File: src/rtl/regbank_pkg.sv
package regbank_pkg;
    localparam int ADDR_W = 8;
    localparam int DATA_W = 32;
    localparam int CMD_W  = 7;

    localparam logic [ADDR_W-1:0] OFS_EN_BASE  = 8'h00;
    localparam logic [ADDR_W-1:0] OFS_EIE_BASE = 8'h08;
    localparam logic [ADDR_W-1:0] OFS_SET_CMD  = 8'h18;
    localparam logic [ADDR_W-1:0] OFS_CLR_CMD  = 8'h1C;
    localparam int                WORD_STRIDE  = 4;
endpackage

File: src/rtl/chan_cmd_decode.sv
module chan_cmd_decode #(
    parameter int NUM_CH = 64
) (
    input  logic                            valid,
    input  logic [regbank_pkg::CMD_W-1:0]   cmd,
    output logic [NUM_CH-1:0]               mask
);
    localparam int IDX_W = regbank_pkg::CMD_W - 1;

    logic global_hit;
    assign global_hit = cmd[IDX_W];

    // A channel above NUM_CH-1 has no comparator, so it selects nothing.
    for (genvar i = 0; i < NUM_CH; i++) begin : g_ch
        assign mask[i] = valid & (global_hit | (cmd[IDX_W-1:0] == IDX_W'(i)));
    end
endmodule

File: src/rtl/err_irq_gen.sv
module err_irq_gen #(
    parameter int NUM_CH = 64
) (
    input  logic              clk,
    input  logic              rst_n,
    input  logic [NUM_CH-1:0] err_flags,
    input  logic [NUM_CH-1:0] irq_en,
    output logic              irq
);
    logic irq_d, irq_q;

    always_comb begin
        irq_d = |(err_flags & irq_en);
    end

    always_ff @(posedge clk or negedge rst_n) begin
        if (!rst_n) irq_q <= 1'b0;
        else        irq_q <= irq_d;
    end

    assign irq = irq_q;


    irq_follow_chk: assert property (@(posedge clk) disable iff (!rst_n)
        1'b1 |=> (irq == $past(|(err_flags & irq_en))));
endmodule

File: src/rtl/req_enable_bank.sv
module req_enable_bank #(
    parameter int NUM_CH = 64
) (
    input  logic                            clk,
    input  logic                            rst_n,
    input  logic                            wr_en,
    input  logic [regbank_pkg::ADDR_W-1:0]  addr,
    input  logic [regbank_pkg::DATA_W-1:0]  wdata,
    output logic [regbank_pkg::DATA_W-1:0]  rdata,
    input  logic [NUM_CH-1:0]               err_flags,
    output logic [NUM_CH-1:0]               req_enable,
    output logic                            err_irq
);
    import regbank_pkg::*;

    localparam int WORDS = NUM_CH / DATA_W;
    localparam int CW    = CMD_W;

    typedef struct packed {
        logic [NUM_CH-1:0] en;
        logic [NUM_CH-1:0] eie;
    } bank_t;

    bank_t s_d, s_q;
    logic  set_hit, clr_hit;
    logic [NUM_CH-1:0] set_mask, clr_mask;

    assign set_hit = wr_en && (addr == OFS_SET_CMD);
    assign clr_hit = wr_en && (addr == OFS_CLR_CMD);

    chan_cmd_decode #(.NUM_CH(NUM_CH)) u_set_dec (
        .valid (set_hit),
        .cmd   (wdata[CW-1:0]),
        .mask  (set_mask)
    );

    chan_cmd_decode #(.NUM_CH(NUM_CH)) u_clr_dec (
        .valid (clr_hit),
        .cmd   (wdata[CW-1:0]),
        .mask  (clr_mask)
    );

    always_comb begin
        s_d = s_q;
        if (wr_en) begin
            for (int w = 0; w < WORDS; w++) begin
                if (addr == ADDR_W'(int'(OFS_EN_BASE) + WORD_STRIDE * w))
                    s_d.en[DATA_W*w +: DATA_W] = wdata;
                if (addr == ADDR_W'(int'(OFS_EIE_BASE) + WORD_STRIDE * w))
                    s_d.eie[DATA_W*w +: DATA_W] = wdata;
            end
        end
        // Command actions override a direct write; clear beats set.
        s_d.en = (s_d.en | set_mask) & ~clr_mask;
    end

    always_ff @(posedge clk or negedge rst_n) begin
        if (!rst_n) s_q <= '0;
        else        s_q <= s_d;
    end

    always_comb begin
        rdata = '0;
        for (int w = 0; w < WORDS; w++) begin
            if (addr == ADDR_W'(int'(OFS_EN_BASE) + WORD_STRIDE * w))
                rdata = s_q.en[DATA_W*w +: DATA_W];
            if (addr == ADDR_W'(int'(OFS_EIE_BASE) + WORD_STRIDE * w))
                rdata = s_q.eie[DATA_W*w +: DATA_W];
        end
    end

    assign req_enable = s_q.en;

    err_irq_gen #(.NUM_CH(NUM_CH)) u_irq (
        .clk       (clk),
        .rst_n     (rst_n),
        .err_flags (err_flags),
        .irq_en    (s_q.eie),
        .irq       (err_irq)
    );


    set_single_chk: assert property (@(posedge clk) disable iff (!rst_n)
        (set_hit && !wdata[CW-1] && (int'(wdata[CW-2:0]) < NUM_CH))
        |=> (((req_enable >> $past(wdata[CW-2:0])) & NUM_CH'(1)) != '0));


    set_all_chk: assert property (@(posedge clk) disable iff (!rst_n)
        (set_hit && wdata[CW-1]) |=> (&req_enable));


    clr_single_chk: assert property (@(posedge clk) disable iff (!rst_n)
        (clr_hit && !wdata[CW-1] && (int'(wdata[CW-2:0]) < NUM_CH))
        |=> (((req_enable >> $past(wdata[CW-2:0])) & NUM_CH'(1)) == '0));


    clr_all_chk: assert property (@(posedge clk) disable iff (!rst_n)
        (clr_hit && wdata[CW-1]) |=> (req_enable == '0));


    cmd_read_zero_chk: assert property (@(posedge clk) disable iff (!rst_n)
        ((addr == OFS_SET_CMD) || (addr == OFS_CLR_CMD)) |-> (rdata == '0));


    idle_hold_chk: assert property (@(posedge clk) disable iff (!rst_n)
        !wr_en |=> $stable(req_enable));

    if (NUM_CH == DATA_W) begin : g_narrow_chk

        reserved_idx_chk: assert property (@(posedge clk) disable iff (!rst_n)
            ((set_hit || clr_hit) && !wdata[CW-1] && wdata[CW-2])
            |=> $stable(req_enable));
    end
endmodule

File: config.mk
export PLATFORM = sky130hd
export DESIGN_NAME = req_enable_bank
export DESIGN_NICKNAME = d
export VERILOG_FILES = /design/src/rtl/regbank_pkg.sv /design/src/rtl/chan_cmd_decode.sv /design/src/rtl/err_irq_gen.sv /design/src/rtl/req_enable_bank.sv
export SDC_FILE = /design/constraint.sdc
export NUM_CORES = 1
export LEC_CHECK = 0
export BUFFER_PORTS_ARGS = -buffer_cell sky130_fd_sc_hd__buf_4
export CORE_ASPECT_RATIO = 1.75
export CORE_MARGIN = 4
export CORE_UTILIZATION = 44
export CTS_BUF_LIST = sky130_fd_sc_hd__clkbuf_4 sky130_fd_sc_hd__clkbuf_8 sky130_fd_sc_hd__clkbuf_16
export DETAILED_ROUTE_END_ITERATION = 8
export PLACE_DENSITY = 0.79
export SYNTH_ARGS = -nofsm -noshare
export SYNTH_HDL_FRONTEND = slang
export SYNTH_SLANG_ARGS = --single-unit
File: constraint.sdc
create_clock -name clk -period 5.12 [get_ports clk]
set_clock_uncertainty 0.1 [all_clocks]
set_input_delay 0.256 -clock clk [delete_from_list [all_inputs] [get_ports clk]]
set_output_delay 0.256 -clock clk [all_outputs]
set_load 0.05 [all_outputs]
Yosys cells after proc, flatten, opt, wreduce, memory -nomap -nowiden --
Cells that the tools add are included.
Word-level totals: register bits 129, input bits 107, logic and storage cells 284
Operators by class: equality and inequality tests 68, multiplexer cells 9, bitwise operators 196, reduce and logical (&&, ||, !) cells 7
Operator list (count):
- $mux 32 | 8
- $eq 6x6->1 const B | 32
- $and 1x1->1 | 128
- $and 64x64->64 | 2
- $mux 128 | 1
- $eq 6x5->1 const B | 16
- $not 64->64 | 1
- $or 1x1->1 | 64
- $or 64x64->64 | 1
- $reduce_or 64->1 | 1
- $eq 6x4->1 const B | 8
- $eq 6x3->1 const B | 4
- $eq 8x4->1 const B | 2
- $eq 8x5->1 const B | 2
- $eq 6x2->1 const B | 2
- $eq 8x3->1 const B | 1
- $logic_not 8->1 | 1
- $eq 6x1->1 const B | 1
- $logic_not 6->1 | 1
- $reduce_and 2->1 | 2
- $logic_and 1x1->1 | 2

Depth between registers and ports, before layout --
Gate-level depths: netlist of the first run.
word-level depth 5, mapped depth 7

Cells and area by module --
From an unflattened synthesis of the first run, not the netlist that was laid out.
Unflattened totals: cells, all modules 812, area, all modules 8520.7 um2
By module, submodules not included:
- req_enable_bank | times used 1, cells an instance 576, area an instance 6989.2 um2, sequential area each 3203.1 um2
- chan_cmd_decode | times used 2, cells an instance 99, area an instance 571.8 um2, sequential area each 0.0 um2
- err_irq_gen | times used 1, cells an instance 38, area an instance 387.9 um2, sequential area each 25.0 um2

Least setup slack after synthesis of the first run --
Ideal clock, no wire load.
path kind input-to-output, from input port addr[5] in the netlist's numbering, to output port rdata[0] in the netlist's numbering, arrival 2.370 ns, data required time 4.764 ns, setup slack 2.394 ns, stages on the path 5, buffers on the path 1, cells stage by stage or4_1 buf_2 nor2_1 a221oi_1 o21ai_0
On the way: word-level cells in the longest chain between the ends 5
Ends and longest elaborated chain:
- start, declared | RTL line req_enable_bank.sv:7 | input logic [regbank_pkg::ADDR_W-1:0] addr,
- $logic_not 8->1 | RTL line req_enable_bank.sv:65 | if (addr == ADDR_W'(int'(OFS_EN_BASE) + WORD_STRIDE * w))
- $mux 32 | RTL line req_enable_bank.sv:65
- $mux 32 | RTL line req_enable_bank.sv:67 | if (addr == ADDR_W'(int'(OFS_EIE_BASE) + WORD_STRIDE * w))
- $mux 32 | RTL line req_enable_bank.sv:65
- $mux 32 (*) | RTL line req_enable_bank.sv:67
- end, declared | RTL line req_enable_bank.sv:9 | output logic [regbank_pkg::DATA_W-1:0] rdata,
Every way passes the cells marked *; elsewhere a longest branch is shown, timed or not.

Worst setup path in the final report of the first run --
from input port addr[5] in the netlist's numbering, to output port rdata[2] in the netlist's numbering
Same word-level chain as after synthesis.

==> metrics.txt, run 1 <==
status completed; clk buf depth 2; RSZ-0062 raised after global routing false; Die Footprint ~20000 sq um; clk sinks about 130; post-route ant nets 0; synth unique cells 39; r2r worst-path depth 4; WHS Endpoint s_q[39]; grt ovf 0; Worst Tran Pin Value 1.12 ns; vias per inst 6.83; Synth area leader dfrtp_1; Net Switching 974 uW; I/O pin count just over 200; post-synthesis net count between 900 and 1k; antenna cells 0; Worst EP required 4.76 ns; Final Critical Period 3.29 ns; fmax between 300 and 400 MHz; post_cts resized 0; Reg-to-Reg Start s_q[40]; internal reg-to-reg setup slack 2.87 ns; final instance area 9850 sq um; first-pass GRT wire length 47200 um; Final Cycle Share around 64%; CTS Buf Count 17; Final Non-Filler Cells 1153; synthesized flop and latch total between 100 and 150; top cell type's share of synthesized area between 40% and 50%; Seq/Total Area, Yosys 40.5%; Placer Congestion between 0.9 and 1; Crit path top cell by count buf_4; Internal Power 1950 uW; detailed-route wire length per cell approximately 29 um; Die Span Y 186 um; Pins Over Slew Limit 0; # Max-Cap Violations 0; Avg Inst Size Synth 10.0 sq um; H-tree level count 4; Worst slew margin 24.5%; Clock transition at path regs 0.07 ns; Final Total Pwr slightly below 3000 uW; fraction of layout cells with a size suffix above 1 37.1%; leakage between 0.004 and 0.005 uW; # port buffers 203; Placed Area 9140 sq um; count leader, synth dfrtp_1; PwrDens 297 nW/um^2; CP arrival 2.93 ns; CTS tree built; sw frac 33.3%; Setup CP Type primary input to output port; worst-path cell chain buf_4 -> nor4_1 -> nand2_1 -> buf_4 -> nor2_1 -> o21ai_1 -> buf_4; initial drt markers 971; CP max FO 13; drt total wl 32900 um; P&R area growth vs syn 23.6%; row count 64; Post-route DRC 0; die width 110 um; DRT Pass-1 Iters 5; Setup Viol. Count Final 0; worst skew pair latency 0.42 ns; Initial Utilization 45.2%; Vias 7871; final-stage net count 1017; filler instances 1590; Mapped Area around 8000 sq um; Clock power frac between 30% and 40%; Post-synth top flop dfrtp_1; CP max stage delay around 0.82 ns; Clock Root Buffer clkbuf_16; initial antenna violation count 0; CP Launch Type primary input; Setup TNS Final 0 ns; slowest library cell on the worst path nor4_1; Core Area around 18000 sq um; worst vdd ir 0.194 mV; Area contributors post-synth dfrtp_1, mux2_2, a32oi_1, buf_4, a21o_1; Syn Inst Count 794; worst min path class primary input to register; Post-synth top cells dfrtp_1, nand2_1, buf_4, a21o_1, a32oi_1; asr flop ratio synth 100%; yosys warns 0; Hold Slack 0.00967 ns; EDFF count, synth 0; Final HPWL DP 23300 um; largest net degree at the start of global routing just under 70; worst hold stages 2; Reg-to-Reg End u_irq.irq; hold_sp wdata[7]; gr usage total 31.7%; critical path endpoint category output port; dpl cells roughly 1.1k; combinational fraction of design power 20.9%; Setup Fix Bufs, Post-CTS 0; vias in the first global route between 7k and 8k; # hold bufs at CTS 18; Seq pwr share 40.7%; Hold Violations, Final 0
-- power by group through the flow --
stage	sequential, uW	clock (uW)	combinational [uW]
2_1_floorplan	1170	0	418
5_1_grt	1190	1160	641
3_3_place_gp	1200	0	586
6_report	1190	1120	610
3_5_place_dp	1200	0	596
4_1_cts	1190	1130	608
-- layer usage --
metal  track usage [%]  vias up  share of wire, %
li1                  -     3229                 -
met1              35.5     3823                32
met2              50.5      641                49
met3              6.42      178               8.9
met4              27.3        0                10
met5                 0        -                 0
-- placed cells by master, fill, tap and decap left out, types with 2 or more instances in the layout --
master,synthesis,layout
nor4b_1,5,5
o21ai_0,4,4
or4b_1,2,2
a22o_1,16,16
nor4bb_1,7,6
nor2b_1,2,2
o211ai_1,2,2
clkinv_2,0,3
a22oi_1,33,33
or3_1,2,2
a221oi_1,37,37
nor3_4,0,2
buf_4,67,221
a32oi_1,61,61
nand2_1,110,110
nor4_1,2,2
mux2_1,11,11
nor2_4,1,3
clkinvlp_4,0,5
and2_1,2,2
a22oi_2,28,28
nand4_1,5,5
or4_1,3,3
clkbuf_16,0,17
inv_6,0,4
and4b_1,4,4
a21o_1,61,61
nand3_1,5,4
a21oi_1,3,3
a222oi_1,11,11
dlygate4sd3_1,0,18
o21ai_1,19,19
nor2_1,26,23
mux2_2,53,53
dfrtp_1,129,129
-- flip-flops by register name, indices dropped and copies added (netlist names) --
signal and count:
u_irq.irq 1, s_q 64, req_enable 64
-- logic make-up after synthesis --
kind of cell	after synthesis	synth area share (%)
muxes	64	9.04
buffers and inverters	143	10.5
and+or+nand+nor	182	10.9
AOI/OAI and AO/OA	276	29.1
DFF	129	40.5
-- cell type report --
type	instances	area, sq um	area share (%)
clock buffer	17	425	4.32
clock inverter	14	108	1.09
inverter	1	3.75	0.0381
multi-input combinational	522	3960	40.2
sequential	129	3230	32.8
tap	231	289	2.93
timing repair buffer	239	1840	18.7
-- critical path, delay by kind of cell --
kind | cells | cell delay (ns)
buffers and inverters | 3 | 0.73
AO/OA/AOI/OAI | 1 | 0.10
AND/OR/NAND/NOR | 3 | 1.83
-- stage by stage --
| stage | setup slack, ns | utilization (%) |
|---|---|---|
| after floorplan | 2.39 | - |
| after global placement | 1.99 | 51.9 |
| after detailed placement | 1.88 | 51.9 |
| after CTS | 1.87 | 55.9 |
| after global routing | 1.76 | 55.9 |
| final | 1.83 | 55.9 |
-- how the worst max path moves through the flow --
stage,slack (ns),end,start
2_1_floorplan,2.39,rdata[0],addr[5]
5_1_grt,1.76,rdata[0],addr[5]
3_3_place_gp,1.99,rdata[1],addr[5]
4_1_cts,1.87,rdata[1],addr[5]
3_5_place_dp,1.88,rdata[1],addr[5]
6_report,1.83,rdata[2],addr[5]
Power figures use the tool's default switching activity.
==> run 2: changes to the inputs <==
ABC_AREA = 1   (was default)
PLACE_DENSITY = 0.81   (was 0.79)
clock period = 3 ns   (was 5.12 ns; I/O delays follow)
==> run 2 against run 1 <==
Synthesized cell count increased by 64%. Via count is 16% higher. Final area increased by 8.5%. Worst setup slack worse by 1.1 ns. Total power rose by 81%.
==> metrics.txt, run 2 <==
status completed (unchanged); Initial Utilization 44.7% (was 45.2%); Synth area leader dfrtp_1 (unchanged); initial antenna violation count 0 (unchanged); asr flop ratio synth 100% (unchanged); internal reg-to-reg setup slack 1.46 ns (was 2.87 ns); largest net degree at the start of global routing 65 (was 69); Setup CP Type primary input to output port (unchanged); Post-route DRC 0 (unchanged); Pins Over Slew Limit 0 (unchanged); r2r worst-path depth 6 (was 4); leakage 0.00560 uW (was 0.00476 uW); vias in the first global route 9043 (was 7722); hold_sp err_flags[21] (was wdata[7]); # port buffers 203 (unchanged); Vias 9110 (was 7871); largest family of logic cells by synthesized area simple AND/OR/NAND/NOR gates (was compound AO/OA/AOI/OAI gates); CTS Buf Count 17 (unchanged); Synth Area in Compound Gates 3.75% (was 29.1%); RSZ-0062 raised after global routing false (unchanged); clk buf depth 2 (unchanged); count leader, synth nand2_1 (was dfrtp_1); gr usage total 26.8% (was 31.7%); Reg-to-Reg End u_irq.irq (unchanged); Post-synth top flop dfrtp_1 (unchanged); Hold Violations, Final 0 (unchanged); first-pass GRT wire length 46400 um (was 47200 um); vias per inst 5.38 (was 6.83); critical path endpoint category output port (unchanged); initial drt markers 667 (was 971); antenna cells 0 (unchanged); Seq/Total Area, Yosys 37.8% (was 40.5%); yosys warns 0 (unchanged); Clock Root Buffer clkbuf_16 (unchanged); Worst Tran Pin Value 0.913 ns (was 1.12 ns); row count 67 (was 64); worst hold stages 7 (was 2); grt ovf 0 (unchanged); Setup Viol. Count Final 0 (unchanged); DRT Pass-1 Iters 6 (was 5); most common cell after layout, fill and taps aside nand2_1 (was buf_4); synth unique cells 17 (was 39); # Max-Cap Violations 0 (unchanged); fmax between 400 and 500 MHz; Post-Synth XOR/XNOR Area 0% (unchanged); WHS Endpoint u_irq.irq (was s_q[39]); Avg Inst Size Synth 6.57 sq um (was 10.0 sq um); Worst slew margin 39.1% (was 24.5%); Area contributors post-synth dfrtp_1, nand2_1, nand3_1, buf_4, inv_1 (was dfrtp_1, mux2_2, a32oi_1, buf_4, a21o_1); post-synthesis simple-gate area fraction 43.6% (was 10.9%); Final Non-Filler Cells 1692 (was 1153); Clock transition at path regs 0.05 ns (was 0.07 ns); drt total wl 29100 um (was 32900 um); EDFF count, synth 0 (unchanged); Final Critical Period 2.23 ns; PwrDens 494 nW/um^2 (was 297 nW/um^2); Final HPWL DP 20000 um (was 23300 um); post_cts resized 0 (unchanged); post-synthesis adder-cell area fraction 0% (unchanged); worst skew pair latency 0.41 ns (was 0.42 ns); worst vdd ir 0.391 mV (was 0.194 mV); H-tree level count 4 (unchanged); CP max FO 22 (was 13); Placer Congestion 0.877 (was 0.975); Reg-to-Reg Start s_q[39] (was s_q[40]); die width 113 um (was 110 um); dpl cells 1627 (was 1104); Die Span Y 192 um (was 186 um); Post-synth top cells nand2_1, nand3_1, dfrtp_1, inv_1, buf_4 (was dfrtp_1, nand2_1, buf_4, a21o_1, a32oi_1); Worst EP required 2.75 ns (was 4.76 ns); I/O pin count 204 (unchanged); clk sinks 129 (unchanged); fraction of layout cells with a size suffix above 1 20.1% (was 37.1%); Syn Inst Count 1301 (was 794); CP arrival 1.98 ns (was 2.93 ns); CP Launch Type primary input (unchanged); multiplexer area fraction after synthesis 0% (was 9.04%); Mapped Area 8540 sq um (was 7970 sq um); Final Cycle Share 74.2%; Die Footprint 21800 sq um (was 20400 sq um); Setup TNS Final 0 ns (unchanged); P&R area growth vs syn 25.1% (was 23.6%); Setup Fix Bufs, Post-CTS 0 (unchanged); final-stage net count 1545 (was 1017); post-synthesis net count 1408 (was 901); worst min path class primary input to register (unchanged); detailed-route wire length per cell 17.2 um (was 28.5 um); top cell type's share of synthesized area 37.8% (was 40.5%); Core Area 19100 sq um (was 17600 sq um); commonest non-fill, non-tap cells in the layout nand2_1, buf_4, nand3_1 (was buf_4, dfrtp_1, nand2_1); synthesized flop and latch total 129 (unchanged); post-route ant nets 0 (unchanged); CTS tree built (unchanged)
==> run 2: where the power goes <==
| group | total (uW) | switching (uW) | leakage, uW | internal, uW |
|---|---|---|---|---|
| clock network | 2210 | 812 | 0.000306 | 1400 |
| logic | 1070 | 712 | 0.00353 | 355 |
| registers | 2000 | 133 | 0.00176 | 1870 |
| total | 5280 | 1660 | 0.00560 | 3620 |
==> run 2: metal layers <==
metal | up-vias | share of wire, % | track usage, %
met2 | 425 | 53 | 48.0
li1 | 4335 | - | -
met4 | 0 | 5.6 | 16.6
met5 | - | 0 | 0
met3 | 108 | 6.2 | 3.36
met1 | 4242 | 35 | 29.8
==> run 2: kinds of logic (layout without fill, tap and decap cells) <==
| group | count (synthesis) | count (layout) |
|---|---|---|
| DFF | 129 | 129 |
| AOI/OAI and AO/OA | 64 | 64 |
| buffers and inverters | 242 | 392 |
| and+or+nand+nor | 866 | 866 |
==> run 2: layout make-up <==
class / instances / area, sq um
sequential: 129 / 3230
timing repair buffer: 259 / 2090
multi-input combinational: 930 / 4060
inverter: 101 / 379
fill: 1808 / 8420
clock buffer: 21 / 480
clock inverter: 11 / 150
tap: 241 / 302
==> run 2: worst max-delay path by stage <==
stage	startpoint	to	slack, ns	depth (start not counted)
6_report	addr[7]	rdata[30]	0.77	8
5_1_grt	addr[7]	rdata[22]	0.68	8
4_1_cts	addr[7]	rdata[31]	0.83	8
3_5_place_dp	addr[7]	rdata[31]	0.83	8
3_3_place_gp	addr[7]	rdata[28]	0.86	8
2_1_floorplan	addr[7]	rdata[10]	1.40	7
==> run 2: stage by stage <==
step	utilization, %	total power (uW)	hold WS, ns	setup WS [ns]	cell area, sq um
floorplan	-	2710	-0.246	1.40	8540
global placement	50.9	3030	0.106	0.860	9730
detailed placement	50.9	3050	0.106	0.831	9730
CTS	55.9	5290	0.0351	0.835	10700
global route	55.9	5480	0.102	0.676	10700
finish	55.9	5280	0.0362	0.773	10700
==> run 2: worst max-delay path: stages <==
cell,delay (ns)
buf_4,0.12
nor2_2,0.17
nand2_2,0.17
nor2_4,0.66
buf_4,0.33
nand2_1,0.07
nand4_1,0.09
buf_4,0.20
==> run 2: timing repair <==
| action | CTS | global route |
|---|---|---|
| endpoints found under the setup margin | 0 | 0 |
| endpoints found under the hold margin | 118 | 0 |
| hold buffers | 33 | 0 |
==> run 3: changes to the inputs <==
clock period = 1.9 ns   (was 3 ns; I/O delays follow)
==> run 3 against run 2 <==
Sequential power is 58% higher. Global-route usage is 0.32 points lower. Clock power grew 46%. Register-to-register slack lost 1.2 ns. Via count is 0.19% higher. Wire length shrank 0.26%. First-iteration DRC count fell by 9.9%. Critical path type unchanged. Largest power group unchanged.
==> metrics.txt, run 3 (same netlist as run 2, synthesis figures left out) <==
status completed (unchanged); RSZ-0062 raised after global routing false (unchanged); CP max stage delay 0.26 ns (was 0.66 ns); Clock Root Buffer clkbuf_16 (unchanged); worst skew pair latency 0.41 ns (about the same); initial drt markers 601 (was 667); row count 67 (unchanged); Crit path top cell by count buf_4 (unchanged); Worst EP required 1.70 ns (was 2.75 ns); Seq pwr share 39.1% (was 37.9%); Setup TNS Final 0 ns (unchanged); post-route ant nets 0 (unchanged); Final Cycle Share 88.4%; Post-route DRC 0 (unchanged); I/O pin count 204 (unchanged); Setup Viol. Count Final 0 (unchanged); fmax 595 MHz; detailed-route wire length per cell 17.1 um (was 17.2 um); Clock power frac 40.0% (was 41.9%); internal reg-to-reg setup slack 0.23 ns (was 1.46 ns); sw frac 31.7% (was 31.4%); Critical Path Source addr[5] (was addr[7]); Die Span Y 192 um (unchanged); Hold Violations, Final 0 (unchanged); Final Total Pwr 8090 uW (was 5280 uW); Initial Utilization 44.7% (unchanged); initial antenna violation count 0 (unchanged); Hold Slack 0.0106 ns (was 0.0362 ns); Placed Area 9800 sq um (was 9730 sq um); clk sinks 129 (unchanged); Util after Layout 56.2% (was 55.9%); hold_sp err_flags[18] (was err_flags[21]); Worst slew margin 61.6% (was 39.1%); P&R area growth vs syn 25.8% (was 25.1%); grt ovf 0 (unchanged); critical path endpoint category output port (unchanged); CTS tree built (unchanged); final-stage net count 1550 (was 1545); CTS Buf Count 17 (unchanged); PwrDens 753 nW/um^2 (was 494 nW/um^2); fraction of layout cells with a size suffix above 1 20.1% (about the same); worst-path cell chain buf_4 -> nor2_1 -> nand2_2 -> nor2_4 -> buf_12 -> nand2_1 -> nand4_1 -> buf_4 (was buf_4 -> nor2_2 -> nand2_2 -> nor2_4 -> buf_4 -> nand2_1 -> nand4_1 -> buf_4); Setup CP Type primary input to output port (unchanged); CP Launch Type primary input (unchanged); # port buffers 203 (unchanged); CP max FO 44 (was 22); multi-input combinational cell area 4060 sq um (unchanged); worst path buffer plus inverter count 3 (unchanged); Net Switching 2570 uW (was 1660 uW); first-pass GRT wire length 45700 um (was 46400 um); Vias 9127 (was 9110); worst vdd ir 0.476 mV (was 0.391 mV); vias per inst 5.38 (about the same); final instance area 10700 sq um (about the same); Worst Tran Pin Value 0.575 ns (was 0.913 ns); Final HPWL DP 19800 um (was 20000 um); antenna cells 0 (unchanged); post_cts resized 0 (unchanged); slowest library cell on the worst path buf_12 (was nor2_4); commonest non-fill, non-tap cells in the layout nand2_1, buf_4, nand3_1 (unchanged); vias in the first global route 8918 (was 9043); Clock transition at path regs 0.05 ns (about the same); WHS Endpoint u_irq.irq (unchanged); Internal Power 5520 uW (was 3620 uW); H-tree level count 4 (unchanged); leakage 0.00563 uW (was 0.00560 uW); Die Footprint 21800 sq um (unchanged); Reg-to-Reg Start s_q[52] (was s_q[39]); clk buf depth 2 (unchanged); drt total wl 29000 um (was 29100 um); most common cell after layout, fill and taps aside nand2_1 (unchanged); Pins Over Slew Limit 0 (unchanged); CP arrival 1.48 ns (was 1.98 ns); DRT Pass-1 Iters 7 (was 6); # Max-Cap Violations 0 (unchanged); largest net degree at the start of global routing 67 (was 65); worst min path class primary input to register (unchanged); register area 3230 sq um (unchanged); Final Critical Period 1.68 ns; Placer Congestion 0.854 (was 0.877); gr usage total 26.4% (was 26.8%); die width 113 um (unchanged); r2r worst-path depth 7 (was 6); combinational fraction of design power 21.0% (was 20.2%); filler instances 1782 (was 1808); worst hold stages 7 (unchanged); Core Area 19100 sq um (unchanged); Reg-to-Reg End u_irq.irq (unchanged); Worst path top cell family by delay simple AND/OR/NAND/NOR gates (unchanged)
-- run 3: how the worst max path moves through the flow --
stage	slack [ns]	cells past startpoint	end
3_3_place_gp	0.24	8	rdata[6]
6_report	0.22	8	rdata[6]
5_1_grt	0.08	7	u_irq.irq
2_1_floorplan	0.41	7	rdata[10]
3_5_place_dp	0.21	8	rdata[6]
4_1_cts	0.21	8	rdata[6]
-- run 3: stage by stage --
stage / instances / setup slack [ns]
2_1_floorplan: 1301 / 0.408
3_3_place_gp: 1628 / 0.244
4_1_cts: 1697 / 0.207
6_report: 1697 / 0.221
5_1_grt: 1697 / 0.0792
3_5_place_dp: 1628 / 0.209
-- run 3: area by class of cell --
class                           instances  share of cell area, %
Clock buffer                           22                   4.31
Clock inverter                         10                   1.05
Inverter                              101                   3.53
Multi-Input combinational cell        930                   37.8
Sequential cell                       129                   30.0
Tap cell                              241                   2.81
Timing Repair Buffer                  264                   20.5
-- run 3: tightest hold or removal path: stages --
cell and delay (ns):
buf_4 0.08, nand2_1 0.04, nand4_1 0.08, nor2_1 0.05, nand2_1 0.05, nor2_1 0.03
nand2_1 0.05
-- run 3: routing by layer --
| layer | routed length [um] | global-route usage, % | up-vias | part of all wire [%] |
|---|---|---|---|---|
| li1 | - | - | 4341 | - |
| met1 | 10300 | 29.5 | 4254 | 36 |
| met2 | 15200 | 46.9 | 437 | 52 |
| met3 | 1730 | 3.33 | 95 | 6.0 |
| met4 | 1740 | 17.0 | 0 | 6.0 |
| met5 | 0 | 0 | - | 0 |
-- run 3: repair_timing --
action | 4_1_cts | 5_1_grt
hold buffers | 37 | 0
endpoints found under the hold margin | 250 | 0
buffers inserted | 0 | 0
-- run 3: power by group through the flow --
stage	Sequential (uW)	Combinational, uW	Clock [uW]
global placement	3200	1600	0
finish	3160	1700	3230
global route	3180	1830	3370
detailed placement	3200	1630	0
floorplan	3140	1150	0
CTS	3160	1700	3270
